===== config.mk =====
export PLATFORM = sky130hd
export DESIGN_NAME = gpio_port_regs
export DESIGN_NICKNAME = d
export VERILOG_FILES = /design/src/rtl/gpio_pkg.sv /design/src/rtl/gpio_reg_decode.sv /design/src/rtl/gpio_out_ctrl.sv /design/src/rtl/gpio_pad_drive.sv /design/src/rtl/gpio_port_regs.sv
export SDC_FILE = /design/constraint.sdc
export NUM_CORES = 1
export LEC_CHECK = 0
export BUFFER_PORTS_ARGS = -buffer_cell sky130_fd_sc_hd__buf_2
export CAP_MARGIN = 5
export CORE_AREA = 10 10 82 84
export DETAILED_ROUTE_END_ITERATION = 12
export DIE_AREA = 0 0 92 94
export PLACE_DENSITY = 0.85
export SLEW_MARGIN = 10
export SYNTH_ARGS = -nofsm -noshare
export SYNTH_HDL_FRONTEND = slang
export SYNTH_HIERARCHICAL = 1
export SYNTH_SLANG_ARGS = --single-unit

===== constraint.sdc =====
create_clock -name clk_i -period 5.1 [get_ports clk_i]
set_input_delay 0.255 -clock clk_i [delete_from_list [all_inputs] [get_ports clk_i]]
set_output_delay 0.255 -clock clk_i [all_outputs]
set_load 0.005 [all_outputs]

===== src/rtl/gpio_pkg.sv =====
package gpio_pkg;
  typedef enum logic [1:0] {
    MODE_ANALOG   = 2'd0,
    MODE_PUSHPULL = 2'd1,
    MODE_OPENDRN  = 2'd2,
    MODE_HIZ      = 2'd3
  } pin_mode_e;

  typedef enum logic [2:0] {
    REG_NONE, REG_MODE, REG_MASK, REG_OUT, REG_IN, REG_SET, REG_CLR
  } reg_id_e;

  localparam int unsigned OFF_MODE = 'h00;
  localparam int unsigned OFF_MASK = 'h04;
  localparam int unsigned OFF_OUT  = 'h08;
  localparam int unsigned OFF_IN   = 'h0C;
  localparam int unsigned OFF_SET  = 'h30;
  localparam int unsigned OFF_CLR  = 'h34;
endpackage


===== src/rtl/gpio_reg_decode.sv =====
module gpio_reg_decode
  import gpio_pkg::*;
#(
  parameter int ADDR_W = 8
) (
  input  logic [ADDR_W-1:0] addr_i,
  output reg_id_e           reg_id_o
);
  always_comb begin
    unique case (addr_i)
      ADDR_W'(OFF_MODE): reg_id_o = REG_MODE;
      ADDR_W'(OFF_MASK): reg_id_o = REG_MASK;
      ADDR_W'(OFF_OUT):  reg_id_o = REG_OUT;
      ADDR_W'(OFF_IN):   reg_id_o = REG_IN;
      ADDR_W'(OFF_SET):  reg_id_o = REG_SET;
      ADDR_W'(OFF_CLR):  reg_id_o = REG_CLR;
      default:           reg_id_o = REG_NONE;
    endcase
  end
endmodule


===== src/rtl/gpio_out_ctrl.sv =====
module gpio_out_ctrl
  import gpio_pkg::*;
#(
  parameter int N_PINS = 8,
  localparam int MODE_W = 2 * N_PINS
) (
  input  logic              clk_i,
  input  logic              rst_ni,
  input  reg_id_e           reg_id_i,
  input  logic              we_i,
  input  logic [MODE_W-1:0] wdata_i,
  output logic [MODE_W-1:0] mode_o,
  output logic [N_PINS-1:0] mask_o,
  output logic [N_PINS-1:0] out_o
);
  logic [N_PINS-1:0] wbits;
  logic [N_PINS-1:0] out_req;

  assign wbits = wdata_i[N_PINS-1:0];

  always_comb begin
    out_req = out_o;
    if (we_i) begin
      unique case (reg_id_i)
        REG_OUT: out_req = wbits;
        REG_SET: out_req = out_o | wbits;
        REG_CLR: out_req = out_o & ~wbits;
        default: out_req = out_o;
      endcase
    end
  end

  always_ff @(posedge clk_i or negedge rst_ni) begin
    if (!rst_ni) begin
      mode_o <= {N_PINS{MODE_HIZ}};
      mask_o <= '0;
      out_o  <= '0;
    end else begin
      if (we_i && reg_id_i == REG_MODE) mode_o <= wdata_i;
      if (we_i && reg_id_i == REG_MASK) mask_o <= wbits;
      // masked pins hold regardless of write path
      out_o <= (out_o & mask_o) | (out_req & ~mask_o);
    end
  end
endmodule


===== src/rtl/gpio_pad_drive.sv =====
module gpio_pad_drive
  import gpio_pkg::*;
#(
  parameter int N_PINS = 8,
  localparam int MODE_W = 2 * N_PINS
) (
  input  logic [MODE_W-1:0] mode_i,
  input  logic [N_PINS-1:0] out_i,
  output logic [N_PINS-1:0] pad_out_o,
  output logic [N_PINS-1:0] pad_oe_o,
  output logic [N_PINS-1:0] pad_od_o
);
  for (genvar p = 0; p < N_PINS; p++) begin : g_pin
    pin_mode_e pm;
    assign pm = pin_mode_e'(mode_i[2*p +: 2]);
    always_comb begin
      pad_out_o[p] = 1'b0;
      pad_oe_o[p]  = 1'b0;
      pad_od_o[p]  = 1'b0;
      unique case (pm)
        MODE_PUSHPULL: begin
          pad_out_o[p] = out_i[p];
          pad_oe_o[p]  = 1'b1;
        end
        MODE_OPENDRN: begin
          pad_oe_o[p] = ~out_i[p];  // 0 pulls low, 1 releases
          pad_od_o[p] = 1'b1;
        end
        default: ;
      endcase
    end
  end
endmodule


===== src/rtl/gpio_port_regs.sv =====
module gpio_port_regs
  import gpio_pkg::*;
#(
  parameter int N_PINS = 8,
  parameter int ADDR_W = 8,
  parameter int DATA_W = 32,
  localparam int MODE_W = 2 * N_PINS
) (
  input  logic              clk_i,
  input  logic              rst_ni,
  input  logic [ADDR_W-1:0] addr_i,
  input  logic              we_i,
  input  logic [DATA_W-1:0] wdata_i,
  output logic [DATA_W-1:0] rdata_o,
  input  logic [N_PINS-1:0] pin_in_i,
  output logic [N_PINS-1:0] pad_out_o,
  output logic [N_PINS-1:0] pad_oe_o,
  output logic [N_PINS-1:0] pad_od_o
);
  reg_id_e           reg_id;
  logic [MODE_W-1:0] mode_q;
  logic [N_PINS-1:0] mask_q;
  logic [N_PINS-1:0] out_q;
  logic              unused_wdata;

  assign unused_wdata = ^wdata_i[DATA_W-1:MODE_W];

  gpio_reg_decode #(.ADDR_W(ADDR_W)) u_dec (
    .addr_i  (addr_i),
    .reg_id_o(reg_id)
  );

  gpio_out_ctrl #(.N_PINS(N_PINS)) u_ctrl (
    .clk_i   (clk_i),
    .rst_ni  (rst_ni),
    .reg_id_i(reg_id),
    .we_i    (we_i),
    .wdata_i (wdata_i[MODE_W-1:0]),
    .mode_o  (mode_q),
    .mask_o  (mask_q),
    .out_o   (out_q)
  );

  gpio_pad_drive #(.N_PINS(N_PINS)) u_pad (
    .mode_i   (mode_q),
    .out_i    (out_q),
    .pad_out_o(pad_out_o),
    .pad_oe_o (pad_oe_o),
    .pad_od_o (pad_od_o)
  );

  always_comb begin
    rdata_o = '0;
    unique case (reg_id)
      REG_MODE: rdata_o[MODE_W-1:0] = mode_q;
      REG_MASK: rdata_o[N_PINS-1:0] = mask_q;
      REG_OUT:  rdata_o[N_PINS-1:0] = out_q;
      REG_IN:   rdata_o[N_PINS-1:0] = pin_in_i;
      default:  rdata_o = '0;  // set/clear and unmapped
    endcase
  end
endmodule


==> results.md <==
* Cts bufs inserted at 5
* Core ar. at roughly 5000 um^2
* Most frequent cells in the layout: buf_2, mux2_2, inv_1
* Horiz. Die Dim at 92 um
* Met2 WL post-DR at roughly 3300 um
* Drt initial violations at 95
* Die height at between 90 and 100 um
* Post-DRT Antenna Nets at 0
* Htree depth at 2
* Worst Skew at between 0.004 and 0.005 ns
* FMAX at roughly 0.35 GHz
* Met3 routed WL at around 550 um
* Hold crit path type: input pin to asynchronous set/reset pin
* Total grt overflow at 0
* Nets at 399
* Post-DP HPWL at between 5000 and 6000 um
* Final setup margin at 2.23 ns
* Top Metal Used: met4
* Status: finished clean
* Finished Core Util at 0.615
* Avg WL per Cell at approximately 16 um
* I/O Buffers at 74
* CP Class: input pin to register
* Dpl ws at 1.94 ns
* Final total power at roughly 660 uW
* Root buffer cell: clkbuf_8
* Crit path time final at around 2.9 ns
* Share of layout cells above drive strength 1 at 0.505
* Cell count after synthesis at about 260
* Drt total wl at between 6000 and 7000 um
* Global Route Usage Sum at 0.151
* Critical path arrival at a little over 3 ns
* Pleak at 1.40 nW
* TNS Setup at 0 ns
* I/O pin cnt at approximately 110
* Synth cell types at between 40 and 50
* Vias in the first global route at about 2.3k
* Maximum VDD drop at 180 uV
* CP endpoint kind: register
* Synthesized area at ~2700 um^2
* Initial antenna violation count at 0
* Fin. Hold Viols at 0
* YS warnings at 6
* Part of the cycle the worst path needs at 0.562
* Largest net degree at the start of global routing at 33
* TritonRoute pass-1 iters at 4
* Post-CTS Setup Inserts at 0
* RSZ-0062 raised after global routing: false
* First-pass GRT wire length at between 10000 and 15000 um
* CTS tree: built
* Crit Path Max Fanout at 12
* Final GP Congestion at between 0.7 and 0.8
* Vias at 2091
* Worst-margin pin slew at about 0.78 ns
* Layout area overhead at 17.0%
* CP Launch Type: input pin
* Metal-1 WL at approximately 2600 um
* Max Cap Violations at 0
* Average cell area after synthesis at ~10 um^2
* Worst-case clock buffer depth at 2
* Number of synthesized register bits at 32
* Number of antenna diodes at 0
* Clk_lat worst skew at 0.29 ns
* Seq/Total Area, Yosys at 0.308
* Clock-pin slew on the worst setup and hold paths at 0.07 ns
* PD cells at between 200 and 250 nW/um^2
* Final setup viols at 0
* Hold_buf cts at 0
* Row count at 26
* CTS Sinks at 32
* Die Footprint at approximately 8600 um^2
* Initial Util at 0.525
* Commonest non-fill, non-tap cell in the layout: buf_2
* Via/cell ratio at roughly 5.2
* Post-cts resize count at 0
* Slew Limit Fails at 0
* CP required at approximately 5.3 ns
* Max_slew headroom at 0.479
* Drt drc at 0
## stage by stage
| stage | hold slack, ns | instances | cell area [um^2] |
|---|---|---|---|
| 2_1_floorplan | -0.0406 | 273 | 2720 |
| 6_report | 0.0159 | 403 | 3120 |
| 4_1_cts | 0.0345 | 403 | 3120 |
| 3_3_place_gp | 0.350 | 395 | 3020 |
| 5_1_grt | 0.0684 | 403 | 3120 |
| 3_5_place_dp | 0.349 | 395 | 3020 |
## where the power goes
group / internal, mW / switching (mW) / leakage, nW
sequential: 0.287 / 0.0203 / 0.386
combinational: 0.0649 / 0.0662 / 0.961
clock: 0.123 / 0.0939 / 0.0515
## cells in the mapped netlist, drive strengths merged
master | instances | area share
nand4bb | 8 | 0.034
nand3 | 2 | 0.0038
and4bb | 3 | 0.014
nor4 | 1 | 0.0080
nor4bb | 5 | 0.019
nor2b | 1 | 0.0023
nor3 | 1 | 0.0038
xor2 | 1 | 0.0033
mux2i | 8 | 0.030
inv | 26 | 0.037
a211o | 1 | 0.0033
nand4b | 1 | 0.0033
dfstp | 16 | 0.16
o22ai | 8 | 0.019
dfrtp | 16 | 0.15
nand2 | 9 | 0.013
mux2 | 32 | 0.14
or2 | 1 | 0.0023
ha | 16 | 0.075
o21a | 1 | 0.0028
o221ai | 8 | 0.026
or4 | 1 | 0.0042
clkbuf | 3 | 0.0047
nor2 | 17 | 0.024
and2 | 16 | 0.041
nand3b | 1 | 0.0028
conb | 1 | 0.0014
buf | 23 | 0.070
nor3b | 1 | 0.0070
nor4b | 1 | 0.0089
nand2b | 9 | 0.044
a21oi | 19 | 0.047
xnor2 | 1 | 0.0033
## metal layers
metal	track usage	vias to the layer above
li1	-	1021
met3	0.0584	11
met5	0	-
met4	0.0463	0
met1	0.162	987
met2	0.268	72
## kinds of logic after synthesis
logic type	synth area share
adders and majority gates	0.0751
DFF	0.308
xor gates and xnor gates	0.00657
muxes	0.165
other	0.00141
AOI/OAI and AO/OA	0.0981
buffers and inverters	0.111
and+or+nand+nor	0.235
## worst paths after layout
check,cells after the start,from,slack (ns),to
min reg2reg,1,u_ctrl/mask_o[4],0.54,u_ctrl/mask_o[4]
max,7,addr_i[1],2.23,u_ctrl/mask_o[6]
max in group asynchronous,1,rst_ni,4.62,asynchronous set/reset pin
max reg2reg,4,register,3.75,register
min,1,rst_ni,0.02,u_ctrl/mask_o[5]
min in group clk_i,2,wdata_i[11],0.20,u_ctrl/mode_o[11]
## cell type report
cell class	count	area, um^2
timing repair buffer	78	400
clock buffer	8	100
inverter	26	97.6
multi-input combinational	189	1610
sequential	32	821
fill	452	1960
tap	70	87.6
## critical path, stage by stage
cell and delay (ns):
buf_2 0.10, or4_4 0.56, a21oi_2 0.60, buf_4 0.34
inv_2 0.14, nor4_4 0.62, mux2_2 0.41
No activity file was read; power rests on OpenSTA's default activity.
